File: src/rtl/psw_pkg.sv
package psw_pkg;
  localparam int FLAG_W    = 16;
  localparam int POS_CARRY = 0;
  localparam int POS_PAR   = 2;
  localparam int POS_AUX   = 4;
  localparam int POS_ZERO  = 6;
  localparam int POS_SIGN  = 7;
  localparam int POS_TRAP  = 8;
  localparam int POS_INTEN = 9;
  localparam int POS_DIR   = 10;
  localparam int POS_OVF   = 11;
  localparam int POS_ONE   = 1;
  localparam int COND_W    = 4;
  localparam int NUM_BASE  = 1 << (COND_W - 1);

  localparam logic [FLAG_W-1:0] FIXED_ONES = FLAG_W'(1) << POS_ONE;
  localparam logic [FLAG_W-1:0] DEF_MASK =
      (FLAG_W'(1) << POS_CARRY) | (FLAG_W'(1) << POS_PAR)   |
      (FLAG_W'(1) << POS_AUX)   | (FLAG_W'(1) << POS_ZERO)  |
      (FLAG_W'(1) << POS_SIGN)  | (FLAG_W'(1) << POS_TRAP)  |
      (FLAG_W'(1) << POS_INTEN) | (FLAG_W'(1) << POS_DIR)   |
      (FLAG_W'(1) << POS_OVF);
  localparam logic [FLAG_W-1:0] RESET_WORD = FIXED_ONES;

  typedef enum logic [2:0] {
    CMD_NONE  = 3'd0,
    CMD_CLR_C = 3'd1,
    CMD_SET_C = 3'd2,
    CMD_TGL_C = 3'd3,
    CMD_CLR_I = 3'd4,
    CMD_SET_I = 3'd5,
    CMD_CLR_D = 3'd6,
    CMD_SET_D = 3'd7
  } ctl_cmd_e;

  typedef struct packed {
    logic carry;
    logic parity;
    logic aux;
    logic zero;
    logic sign;
    logic ovf;
  } status_t;

  function automatic logic [FLAG_W-1:0] fix_word(input logic [FLAG_W-1:0] w);
    return (w & DEF_MASK) | FIXED_ONES;
  endfunction
endpackage

File: src/rtl/psw_status_calc.sv
module psw_status_calc
  import psw_pkg::*;
#(
  parameter int DATA_W = 16,
  parameter int BYTE_W = 8
) (
  input  logic [DATA_W-1:0] result_i,
  input  logic              carry_i,
  input  logic              aux_i,
  input  logic              ovf_i,
  input  logic              word_i,
  output status_t           status_o
);
  localparam int PAR_W = BYTE_W;

  logic [BYTE_W-1:0] low_byte;
  logic              word_zero;
  logic              byte_zero;
  logic              par_even;

  assign low_byte  = result_i[BYTE_W-1:0];
  assign word_zero = (result_i == '0);
  assign byte_zero = (low_byte == '0);

  // parity tree over the low byte only
  logic [PAR_W:0] par_chain;
  assign par_chain[0] = 1'b0;
  for (genvar i = 0; i < PAR_W; i++) begin : g_par
    assign par_chain[i+1] = par_chain[i] ^ low_byte[i];
  end
  assign par_even = ~par_chain[PAR_W];

  always_comb begin
    status_o.carry  = carry_i;
    status_o.aux    = aux_i;
    status_o.ovf    = ovf_i;
    status_o.parity = par_even;
    if (word_i) begin
      status_o.zero = word_zero;
      status_o.sign = result_i[DATA_W-1];
    end else begin
      status_o.zero = byte_zero;
      status_o.sign = result_i[BYTE_W-1];
    end
  end
endmodule

File: src/rtl/psw_word_reg.sv
module psw_word_reg
  import psw_pkg::*;
(
  input  logic              clk_i,
  input  logic              rst_ni,
  input  logic              load_i,
  input  logic [FLAG_W-1:0] load_data_i,
  input  logic              status_upd_i,
  input  status_t           status_i,
  input  ctl_cmd_e          cmd_i,
  output logic [FLAG_W-1:0] flags_o
);
  logic [FLAG_W-1:0] flags_q;
  logic [FLAG_W-1:0] flags_d;
  logic [FLAG_W-1:0] work;

  always_comb begin
    work = flags_q;
    if (load_i) begin
      work = load_data_i;
    end else begin
      unique case (cmd_i)
        CMD_CLR_C: work[POS_CARRY] = 1'b0;
        CMD_SET_C: work[POS_CARRY] = 1'b1;
        CMD_TGL_C: work[POS_CARRY] = ~flags_q[POS_CARRY];
        CMD_CLR_I: work[POS_INTEN] = 1'b0;
        CMD_SET_I: work[POS_INTEN] = 1'b1;
        CMD_CLR_D: work[POS_DIR]   = 1'b0;
        CMD_SET_D: work[POS_DIR]   = 1'b1;
        default:   ;
      endcase
      if (status_upd_i) begin
        work[POS_CARRY] = status_i.carry;
        work[POS_PAR]   = status_i.parity;
        work[POS_AUX]   = status_i.aux;
        work[POS_ZERO]  = status_i.zero;
        work[POS_SIGN]  = status_i.sign;
        work[POS_OVF]   = status_i.ovf;
      end
    end
    flags_d = fix_word(work);
  end

  always_ff @(posedge clk_i) begin
    if (!rst_ni) flags_q <= RESET_WORD;
    else         flags_q <= flags_d;
  end

  assign flags_o = flags_q;
endmodule

File: src/rtl/psw_cond_eval.sv
module psw_cond_eval
  import psw_pkg::*;
(
  input  logic [FLAG_W-1:0] flags_i,
  input  logic [COND_W-1:0] cond_i,
  input  logic              count_sel_i,
  input  logic              count_zero_i,
  output logic              take_o
);
  logic c, p, z, s, o, lt;
  logic [NUM_BASE-1:0] base;

  assign c  = flags_i[POS_CARRY];
  assign p  = flags_i[POS_PAR];
  assign z  = flags_i[POS_ZERO];
  assign s  = flags_i[POS_SIGN];
  assign o  = flags_i[POS_OVF];
  assign lt = s ^ o;

  // base tests indexed by cond[3:1]; cond[0] inverts
  assign base[0] = o;
  assign base[1] = c;
  assign base[2] = z;
  assign base[3] = c | z;
  assign base[4] = s;
  assign base[5] = p;
  assign base[6] = lt;
  assign base[7] = lt | z;

  logic sel_base;
  assign sel_base = base[cond_i[COND_W-1:1]];

  always_comb begin
    if (count_sel_i) take_o = count_zero_i;
    else             take_o = sel_base ^ cond_i[0];
  end
endmodule

File: src/rtl/psw_branch_unit.sv
module psw_branch_unit
  import psw_pkg::*;
#(
  parameter int DATA_W = 16,
  parameter int BYTE_W = 8
) (
  input  logic              clk_i,
  input  logic              rst_ni,
  input  logic [DATA_W-1:0] result_i,
  input  logic              carry_i,
  input  logic              aux_i,
  input  logic              ovf_i,
  input  logic              word_i,
  input  logic              status_upd_i,
  input  logic [2:0]        ctl_cmd_i,
  input  logic              load_i,
  input  logic [15:0]       load_data_i,
  input  logic [3:0]        cond_i,
  input  logic              count_sel_i,
  input  logic              count_zero_i,
  output logic [15:0]       flags_o,
  output logic              take_o
);
  status_t  status_w;
  ctl_cmd_e cmd_w;

  assign cmd_w = ctl_cmd_e'(ctl_cmd_i);

  psw_status_calc #(.DATA_W(DATA_W), .BYTE_W(BYTE_W)) u_calc (
    .result_i (result_i),
    .carry_i  (carry_i),
    .aux_i    (aux_i),
    .ovf_i    (ovf_i),
    .word_i   (word_i),
    .status_o (status_w)
  );

  psw_word_reg u_reg (
    .clk_i        (clk_i),
    .rst_ni       (rst_ni),
    .load_i       (load_i),
    .load_data_i  (load_data_i),
    .status_upd_i (status_upd_i),
    .status_i     (status_w),
    .cmd_i        (cmd_w),
    .flags_o      (flags_o)
  );

  psw_cond_eval u_eval (
    .flags_i      (flags_o),
    .cond_i       (cond_i),
    .count_sel_i  (count_sel_i),
    .count_zero_i (count_zero_i),
    .take_o       (take_o)
  );
endmodule

File: config.mk
export PLATFORM = sky130hd
export DESIGN_NAME = psw_branch_unit
export DESIGN_NICKNAME = d
export VERILOG_FILES = /design/src/rtl/psw_pkg.sv /design/src/rtl/psw_status_calc.sv /design/src/rtl/psw_word_reg.sv /design/src/rtl/psw_cond_eval.sv /design/src/rtl/psw_branch_unit.sv
export SDC_FILE = /design/constraint.sdc
export NUM_CORES = 1
export LEC_CHECK = 0
export ABC_AREA = 1
export BUFFER_PORTS_ARGS = -buffer_cell sky130_fd_sc_hd__buf_2
export CAP_MARGIN = 5
export CELL_PAD_IN_SITES_DETAIL_PLACEMENT = 1
export CELL_PAD_IN_SITES_GLOBAL_PLACEMENT = 2
export CORE_ASPECT_RATIO = 0.5
export CORE_MARGIN = 8
export CORE_UTILIZATION = 17
export CTS_CLUSTER_SIZE = 40
export DETAILED_ROUTE_END_ITERATION = 16
export GPL_TIMING_DRIVEN = 0
export PLACE_DENSITY = 0.81
export SETUP_SLACK_MARGIN = 0.1
export SKIP_CTS_REPAIR_TIMING = 1
export SLEW_MARGIN = 10
export SYNTH_ARGS = -nofsm -noshare
export SYNTH_HDL_FRONTEND = slang
export SYNTH_HIERARCHICAL = 1
export SYNTH_SLANG_ARGS = --single-unit
File: constraint.sdc
create_clock -name clk_i -period 1.6 [get_ports clk_i]
set_clock_uncertainty 0.15 [all_clocks]
set_input_delay 0.32 -clock clk_i [delete_from_list [all_inputs] [get_ports clk_i]]
set_output_delay 0.32 -clock clk_i [all_outputs]
set_load 0.1 [all_outputs]
==> metrics.cfg, run 1 <==
[min_path]
worstHoldEndpoint=u_reg/flags_o[8]$_SDFFE_PN0P_
hold_path.class=in -> reg
hold_depth=3
hold_start=load_data_i[8]

[logic_synthesis]
synth_top_area_frac=0.252
synthArstFlopShare=0
synth_cell_types=17
synth-seq-area-share=0.202
synth_area_leaders=nand2_1 (25%), dfxtp_1 (20%), inv_1 (15%)
synth-simple-area-share=0.479
synth_most_common_cell=nand2_1
netlist_top_cells_count=nand2_1 (60), inv_1 (35), nand3_1 (15)
yosysTopAreaCell=nand2_1
synth_compound_area_frac=0.0280
synthAdderAreaFrac=0.0140
synth_warnings=6
synthMuxAreaShare=0
synth-xor-area-share=0
synth_top_family_by_area=simple AND/OR/NAND/NOR gates
syn_inst=166
avgSynthCellArea_um2=5.38
syn-cell-area_um2=893
synth-main-ff-cell=dfxtp_1
synth-edff-count=0
ys_ff_latch=9

[final_layout]
layoutNonFillerInstCount=292
antenna_cells=0
syn2layout_area_growth_pct=53.6
largest_register_ff_count=9
final_nets=273
layout-drive-gt1-share=0.405

[worst_setup_path]
crit_family=simple AND/OR/NAND/NOR gates
start_kind=flop
cpMaxStageDelayCell=dfxtp_4
worstPathRequired_ps=1130
reg2regPathDepth=5
crit_top_cell=nand2_1
worstSetupPathType=reg -> out
cpPeakStageDelay_ps=360
r2r-start=u_reg/flags_o[0]$_SDFFE_PN0P_
r2r-end=u_reg/flags_o[0]$_SDFFE_PN0P_
worstPathCellList=a21oi_2, nand2_1, nand3_2, nand2_1, nand2_1, nand3_2, nand2_8, buf_12
worstPathMaxFanout=4
critPathArrivalTime_ps=1330
r2r_slack_ps=730
critPathBufInv=1
worstSetupEndpointType=primary output

[timing]
setup_violations=1
slew_viol_final=0
fin_ws_ps=-202
max_freq_ghz=0.555
fin_crit_sh=1.13
timing.final.hold_violations=0
rsz0062_at_grt=true
hold_ws_ps=167
period_minus_slack_ps=1800

[power_and_ir_drop]
p_int_uw=550
switching_power_uw=442
combPwrFrac=0.469
swShare=0.446
p_leak_uw=0.000842
p_clk_frac=0.278
ir_drop_mv=0.177
seqPwrFrac=0.253
p_per_area_nw_per_um2=722

[drt]
wire_per_inst_um=9.88
firstDrtPassIters=3
route.detailed.drc=0
drtIter0Drc=14
antenna_left=0
via_per_inst=3.72
totalWireLength_um=2880
num_vias=1087

[outcome]
outcome=complete, but fails checks
violations=negative setup slack

[floorplan]
ioPinCount=66
rows=18
start_util=0.179
die-height_um=67.3
core_area_um2=5000
dieArea_um2=7970
dieWidth_um=119

[place]
placedCellCount=288
post-place-ws_ps=-372
port_buffers=47
dp_hpwl_um=2560
place_congestion=0.719

[run]
drv_cap=0

[clocking]
cts-root-buf=clkbuf_8
max-clock-path-buffers=2
cts-buffers-inserted=3
h-tree-depth=1
worstSkewPairLatency_ps=240
cts.sinks=9
cts_tree=built
path_clk_slew_ps=50

[global_route]
antenna_found_initial=0
grt_pass1_vias=1129
grt_pass1_wl_um=4670
grt.total_usage=0.0703
grt_start_max_net_pins=11
grt-ovfl-total=0

-- per-stage QoR --
step	area [um2]	total power [uW]	util	setup TNS, ps
2_1_floorplan	953	603	-	-70.6
3_3_place_gp	1280	697	0.255	-418
3_5_place_dp	1280	705	0.255	-485
4_1_cts	1320	985	0.264	-532
5_1_grt	1370	1050	0.275	-296
6_report	1370	992	0.275	-202
-- how the worst max path moves through the flow --
stage	to	cells past startpoint	startpoint	slack, ps
3_5_place_dp	take_o	10	cond_i[2]	-370
4_1_cts	take_o	8	u_reg/flags_o[6]$_SDFFE_PN0P_	-530
5_1_grt	take_o	10	u_reg/flags_o[6]$_SDFFE_PN0P_	-300
6_report	take_o	8	u_reg/flags_o[6]$_SDFFE_PN0P_	-200
3_3_place_gp	take_o	10	cond_i[2]	-340
2_1_floorplan	take_o	8	u_reg/flags_o[11]$_SDFFE_PN0P_	-70
-- final cells by class --
class	instances	area, um2
fillers	670	3630
multi-input cells	112	542
repair buffers	47	258
flip-flops and latches	9	200
inverters	37	139
plain buffers	13	101
well taps	70	87.6
clock buffers	4	45.0
-- worst register-to-register path, cell delays in order (launching register included) --
cell     delay [ps]
dfxtp_4         340
inv_1            50
nand3_1          60
nand2_1          50
nor2_1           90
nor2_1           40
-- power by group through the flow --
| stage | Sequential (uW) | Combinational, uW | Clock (uW) |
|---|---|---|---|
| detailed placement | 255 | 450 | 0 |
| global route | 254 | 503 | 295 |
| CTS | 251 | 450 | 284 |
| floorplan | 364 | 239 | 0 |
| global placement | 255 | 442 | 0 |
| finish | 251 | 465 | 276 |
-- layer usage --
layer | GRT usage | vias up | share of wire | routed length (um)
met5 | 0 | - | 0 | 0
met4 | 0.0437 | 0 | 0.020 | 59
met3 | 0.00998 | 5 | 0.030 | 86
met2 | 0.143 | 21 | 0.54 | 1540
met1 | 0.0696 | 477 | 0.41 | 1190
li1 | - | 584 | - | -
-- logic make-up after synthesis --
group / Yosys count
simple gates: 99
buf+inv: 50
flops: 9
compound gates: 5
other cells: 2
fa+ha+maj: 1
-- cells in the final DEF, fill, tap and decap left out, types with 5 or more instances in the layout --
master	netlist	layout
dfxtp_4	0	5
nand3_1	15	13
conb_1	2	7
nor2_2	5	5
buf_2	0	43
inv_2	2	5
inv_1	35	32
nor2_1	12	12
buf_4	12	12
nand2_1	60	56
(Power assumes the default switching activity.)
==> run 2: changes to the inputs <==
--- a/config.mk
+++ b/config.mk
@@ -5,18 +5,18 @@
 export SDC_FILE = /design/constraint.sdc
 export NUM_CORES = 1
 export LEC_CHECK = 0
-export ABC_AREA = 1
+export ABC_AREA = 0
 export BUFFER_PORTS_ARGS = -buffer_cell sky130_fd_sc_hd__buf_2
 export CAP_MARGIN = 5
 export CELL_PAD_IN_SITES_DETAIL_PLACEMENT = 1
 export CELL_PAD_IN_SITES_GLOBAL_PLACEMENT = 2
 export CORE_ASPECT_RATIO = 0.5
 export CORE_MARGIN = 8
-export CORE_UTILIZATION = 17
+export CORE_UTILIZATION = 18
 export CTS_CLUSTER_SIZE = 40
 export DETAILED_ROUTE_END_ITERATION = 16
 export GPL_TIMING_DRIVEN = 0
-export PLACE_DENSITY = 0.81
+export PLACE_DENSITY = 0.8
 export SETUP_SLACK_MARGIN = 0.1
 export SKIP_CTS_REPAIR_TIMING = 1
 export SLEW_MARGIN = 10
==> run 2 against run 1 <==
  * The run still ends with negative setup slack left
  * Area after synthesis shrank 13%
  * Critical path type unchanged
  * Final area shrank 8.7%
  * Clock-buffer cell count is the same
  * Global-route usage grew 0.15 points
  * Clock power shrank 6%
  * First-iteration DRC count shrank 36%
  * Largest cell class unchanged
  * Synthesized cell count shrank 45%
  * Total power grew 1.3%
  * Highest routed layer unchanged
  * Sequential power grew 4%
==> metrics.cfg, run 2 <==
[final_layout]
final_nets=197  ; -28%
mostFrequentLayoutCell=buf_2
layout-drive-gt1-share=0.541  ; +0.136
syn2layout_area_growth_pct=61.9
final_util=0.312  ; +0.0370
final_area_um2=1250  ; -8.7%
layoutNonFillerInstCount=200  ; -32%
layout.cells.most_common_list=buf_2 (40), buf_4 (12), nand2_1 (11), mux2i_1 (10), conb_1 (7)
antenna_cells=0  ; unchanged
largest_register_ff_count=9  ; unchanged

[worst_setup_path]
reg2regPathDepth=3  ; -2
worstSetupPathType=reg -> out
start_kind=flop
r2r_slack_ps=530  ; -200 ps
r2r-start=u_reg/flags_o[0]$_SDFFE_PN0P_
r2r-end=u_reg/flags_o[0]$_SDFFE_PN0P_
worstSetupEndpointType=primary output
worstPathMaxFanout=4  ; unchanged
critPathArrivalTime_ps=1520  ; +190 ps
worstPathRequired_ps=1130  ; about the same

[logic_synthesis]
synth_area_leaders=dfxtp_1 (23%), mux2i_1 (13%), buf_4 (11%)
avgSynthCellArea_um2=8.51  ; +58%
synth-seq-area-share=0.233  ; +0.0310
synthArstFlopShare=0  ; unchanged
synth-main-ff-cell=dfxtp_1
syn-cell-area_um2=774  ; -13%
yosysTopAreaCell=dfxtp_1
netlist_top_cells_count=buf_4 (11), nand2_1 (11), mux2i_1 (10)
syn_inst=91  ; -45%
synth_cell_types=34  ; +17
synth-edff-count=0  ; unchanged
ys_ff_latch=9  ; unchanged
synth_top_area_frac=0.233  ; -0.0195
synth_warnings=6  ; unchanged

[place]
place_area_um2=1140  ; -10%
dp_hpwl_um=2170  ; -15%
port_buffers=46  ; -2.1%
placedCellCount=196  ; -32%
place_congestion=0.702  ; -2.3%

[clocking]
cts-root-buf=clkbuf_8
max-clock-path-buffers=2  ; unchanged
cts_tree=built
cts-buffers-inserted=3  ; unchanged
cts.sinks=9  ; unchanged
path_clk_slew_ps=40  ; about the same
h-tree-depth=1  ; unchanged
worstSkewPairLatency_ps=230  ; about the same

[timing]
max_freq_ghz=0.503  ; -9.4%
fin_ws_ps=-389  ; -187 ps
setup_violations=1  ; unchanged
fin_setup_tns_ps=-389  ; -187 ps
timing.final.hold_violations=0  ; unchanged
rsz0062_at_grt=true
fin_crit_sh=1.24  ; +0.117
slew_viol_final=0  ; unchanged
hold_ws_ps=160  ; -6.40 ps
period_minus_slack_ps=1990  ; +187 ps

[min_path]
hold_path.class=in -> reg
worstHoldEndpoint=u_reg/flags_o[2]$_SDFFE_PN0P_
hold_depth=2  ; -1
hold_start=load_data_i[2]

[drt]
wire_per_inst_um=12.6  ; +28%
via_per_inst=3.97  ; +6.5%
firstDrtPassIters=3  ; unchanged
totalWireLength_um=2520  ; -13%
antenna_left=0  ; unchanged
num_vias=793  ; -27%
route.detailed.drc=0  ; unchanged
drtIter0Drc=9  ; -5

[power_and_ir_drop]
swShare=0.427  ; -0.0188
p_per_area_nw_per_um2=801  ; +11%
combPwrFrac=0.483  ; +0.014
p_clk_frac=0.258  ; -0.020
switching_power_uw=429  ; -3.0%
seqPwrFrac=0.259  ; +0.006
ir_drop_mv=0.187  ; +5.7%
p_int_uw=576  ; +4.7%
p_leak_uw=0.000625  ; -26%

[global_route]
antenna_found_initial=0  ; unchanged
grt_pass1_vias=839  ; -26%
grt_pass1_wl_um=3990  ; -15%
grt_start_max_net_pins=11  ; unchanged
grt-ovfl-total=0  ; unchanged
grt.total_usage=0.0719  ; +0.00155

[floorplan]
rows=16  ; -2
dieArea_um2=6790  ; -15%
start_util=0.192  ; +0.0138
die-height_um=62.4  ; -7.2%
ioPinCount=66  ; unchanged
dieWidth_um=109  ; -8.2%
core_area_um2=4020  ; -20%

[outcome]
outcome=complete, but fails checks
violations=negative setup slack

[run]
drv_cap=0  ; unchanged

-- run 2: cell types whose count changed after synthesis, sizes merged, moves of 3 or more --
| cell | previous run | this run |
|---|---|---|
| inv | 37 | 3 |
| mux2i | 0 | 10 |
| nand2 | 61 | 11 |
| nand3 | 17 | 1 |
| nor2 | 17 | 2 |
| nor2b | 0 | 3 |
| o211a | 0 | 5 |
| xnor2 | 0 | 6 |
-- run 2: worst max path at each step --
| stage | end | start | slack (ps) | cells after the start |
|---|---|---|---|---|
| after floorplan | take_o | u_reg/flags_o[7]$_SDFFE_PN0P_ | -840 | 4 |
| after global placement | take_o | cond_i[1] | -420 | 6 |
| after detailed placement | take_o | cond_i[1] | -420 | 6 |
| after CTS | take_o | u_reg/flags_o[11]$_SDFFE_PN0P_ | -560 | 5 |
| after global routing | take_o | u_reg/flags_o[11]$_SDFFE_PN0P_ | -420 | 5 |
| final | take_o | u_reg/flags_o[11]$_SDFFE_PN0P_ | -390 | 5 |
-- run 2: metrics by stage --
stage               setup WS (ps)  total power [uW]
CTS                          -559              1000
global placement             -418               729
detailed placement           -416               734
floorplan                    -842               634
global route                 -421              1060
finish                       -389              1000
-- run 2: final cells by class --
class	count	area, um2
inverter	3	26.3
buffer	13	95.1
clock buffer	4	45.0
tap	54	67.6
sequential	9	199
multi-input combinational	70	542
fill	490	2770
timing repair buffer	47	279
-- run 2: critical path: stages, from the launching register on --
cell and delay, ps:
dfxtp_4 360, xnor2_2 130, a32oi_2 220, mux2i_1 220, nand4_1 150, buf_12 210
-- run 2: power groups by stage --
stage / logic, uW / clock network (uW) / registers [uW]
4_1_cts: 472 / 269 / 259
3_3_place_gp: 467 / 0 / 262
3_5_place_dp: 471 / 0 / 263
5_1_grt: 511 / 285 / 264
2_1_floorplan: 247 / 0 / 387
6_report: 485 / 259 / 260
-- run 2: cells by family (layout without fill, tap and decap cells) --
family,Yosys count,count (layout),synth area share
simple gates,29,29,0.221
compound gates,15,15,0.150
fa+ha+maj,1,1,0.0162
xor+xnor,7,7,0.0792
other cells,2,7,0.00970
buf+inv,17,67,0.147
flops,9,9,0.233
mux,11,11,0.144
-- run 2: layer usage --
| metal | share of wire | GRT usage | up-vias |
|---|---|---|---|
| met5 | 0 | 0 | - |
| met1 | 0.39 | 0.0727 | 366 |
| met4 | 0.0052 | 0.0203 | 0 |
| met2 | 0.57 | 0.141 | 15 |
| met3 | 0.037 | 0.0175 | 2 |
| li1 | - | - | 410 |
==> run 3: changes to the inputs <==
--- a/config.mk
+++ b/config.mk
@@ -16,9 +16,10 @@
 export CTS_CLUSTER_SIZE = 40
 export DETAILED_ROUTE_END_ITERATION = 16
 export GPL_TIMING_DRIVEN = 0
-export PLACE_DENSITY = 0.8
+export PLACE_DENSITY = 0.73
 export SETUP_SLACK_MARGIN = 0.1
 export SKIP_CTS_REPAIR_TIMING = 1
+export SKIP_LAST_GASP = 1
 export SLEW_MARGIN = 10
 export SYNTH_ARGS = -nofsm -noshare
 export SYNTH_HDL_FRONTEND = slang
==> run 3 against run 2 <==
  * The run still ends with negative setup slack left
  * Combinational power down 2%
  * Clock power up 4%
  * First-iteration DRC count up 56%
  * Via count up 3.3%
  * Fmax up 0.26%
  * Global-route usage up 0.36 points
  * Core utilization down 0.50 points
  * Clock-buffer cell count unchanged
  * Routed wire length up 2.7%
  * Die area unchanged
  * Sequential power about the same
  * Critical path type unchanged
==> metrics.cfg, run 3 (synthesis gave the netlist of run 2 again) <==
[min_path]
hold_path.class=in -> reg
worstHoldEndpoint=u_reg/flags_o[2]$_SDFFE_PN0P_
hold_start=load_data_i[2]
hold_depth=2  ; unchanged

[global_route]
top_usage_layer=met2
grt-ovfl-total=0  ; unchanged
grt_pass1_vias=885  ; +5.5%
grt_use_met1=0.0726  ; about the same
grt_util_met2=0.144  ; +0.00303
grt_pass1_wl_um=4120  ; +3.3%
grt.total_usage=0.0755  ; +0.00360
antenna_found_initial=0  ; unchanged
use_met3=0.0278  ; +0.0103
grt_start_max_net_pins=11  ; unchanged

[floorplan]
die-height_um=62.4  ; unchanged
dieArea_um2=6790  ; unchanged
core_area_um2=4020  ; unchanged
rows=16  ; unchanged
start_util=0.192  ; unchanged
ioPinCount=66  ; unchanged
dieWidth_um=109  ; unchanged

[place]
place_congestion=0.677  ; -3.6%
dp_hpwl_um=2230  ; +3.1%
port_buffers=46  ; unchanged
place_area_um2=1140  ; unchanged

[worst_setup_path]
reg2regPathDepth=3  ; unchanged
worstPathMaxFanout=4  ; unchanged
critPathArrivalTime_ps=1510  ; about the same
worstPathRequired_ps=1130  ; about the same
r2r-start=u_reg/flags_o[0]$_SDFFE_PN0P_
worstSetupEndpointType=primary output
start_kind=flop
r2r_slack_ps=540  ; about the same
worstSetupPathType=reg -> out
r2r-end=u_reg/flags_o[0]$_SDFFE_PN0P_

[outcome]
outcome=complete, but fails checks
violations=negative setup slack

[final_layout]
syn2layout_area_growth_pct=59.3
final_nets=196  ; -0.51%
final_area_um2=1230  ; -1.6%
mostFrequentLayoutCell=buf_2
antenna_cells=0  ; unchanged
layout-drive-gt1-share=0.531  ; -0.0101
final_util=0.307  ; -0.00498
fillCellCount=497  ; +1.4%
largest_register_ff_count=9  ; unchanged
layout.cells.most_common_list=buf_2 (39), nand2_1 (11), buf_4 (10), mux2i_1 (10), conb_1 (7)

[power_and_ir_drop]
p_per_area_nw_per_um2=814  ; +1.6%
ir_drop_mv=0.228  ; +22%
p_leak_uw=0.000617  ; -1.4%

[drt]
drtIter0Drc=14  ; +5
antenna_left=0  ; unchanged
via_per_inst=4.12  ; +3.8%
firstDrtPassIters=4  ; +1
wire_per_inst_um=13.0  ; +3.2%
num_vias=819  ; +3.3%
route.detailed.drc=0  ; unchanged
totalWireLength_um=2590  ; +2.7%

[clocking]
worstSkewPairLatency_ps=230  ; about the same
max-clock-path-buffers=2  ; unchanged
cts-buffers-inserted=3  ; unchanged
h-tree-depth=1  ; unchanged
cts_tree=built
path_clk_slew_ps=50  ; about the same
cts.sinks=9  ; unchanged
cts-root-buf=clkbuf_8

[timing]
max_freq_ghz=0.504  ; +0.26%
fin_ws_ps=-384  ; +5.21 ps
slew_viol_final=0  ; unchanged
period_minus_slack_ps=1980  ; -5.21 ps
setup_violations=1  ; unchanged
timing.final.hold_violations=0  ; unchanged
fin_crit_sh=1.24  ; -0.00325
rsz0062_at_grt=true

[run]
drv_cap=0  ; unchanged

[run 3: cell types whose count changed in the layout (fill, tap and decap cells not counted), sizes merged]
cell	before	now
clkbuf	8	10
buf	56	53
[run 3: area by class of cell]
| type | count | area, um2 | share of cell area |
|---|---|---|---|
| Multi-Input combinational cell | 70 | 532 | 0.431 |
| Tap cell | 54 | 67.6 | 0.0548 |
| Buffer | 13 | 95.1 | 0.0771 |
| Inverter | 3 | 26.3 | 0.0213 |
| Timing Repair Buffer | 46 | 269 | 0.218 |
| Clock buffer | 4 | 45.0 | 0.0365 |
| Sequential cell | 9 | 199 | 0.161 |
[run 3: routing by layer]
layer / share of wire / wire length [um]
met3: 0.055 / 142
met2: 0.56 / 1460
met4: 0.0081 / 21
met1: 0.37 / 961
met5: 0 / 0
[run 3: power breakdown]
group          leakage [uW]  switching, uW  internal (uW)
Sequential        0.0000778           16.8            242
Combinational      0.000516            323            153
Clock             0.0000228           94.9            174
[run 3: worst max-delay path by stage]
stage / startpoint / end / slack [ps]
floorplan: u_reg/flags_o[7]$_SDFFE_PN0P_ / take_o / -840
global placement: cond_i[1] / take_o / -400
detailed placement: cond_i[1] / take_o / -410
CTS: u_reg/flags_o[11]$_SDFFE_PN0P_ / take_o / -570
global route: u_reg/flags_o[11]$_SDFFE_PN0P_ / take_o / -440
finish: u_reg/flags_o[11]$_SDFFE_PN0P_ / take_o / -380
[run 3: per-stage QoR]
step / instances / setup TNS [ps] / setup WS, ps / hold slack [ps] / power (uW)
3_3_place_gp: 196 / -668 / -397 / 344 / 731
3_5_place_dp: 196 / -726 / -413 / 386 / 737
4_1_cts: 200 / -565 / -565 / 150 / 1010
2_1_floorplan: 96 / -851 / -842 / 307 / 634
5_1_grt: 199 / -436 / -436 / 153 / 1060
6_report: 199 / -384 / -384 / 156 / 1000
[run 3: worst max-delay path: stages, from the launching register on]
cell and delay [ps]:
dfxtp_4 370, or3b_1 370, nor2_1 120, nand2_1 70, nand4_1 140, buf_8 210
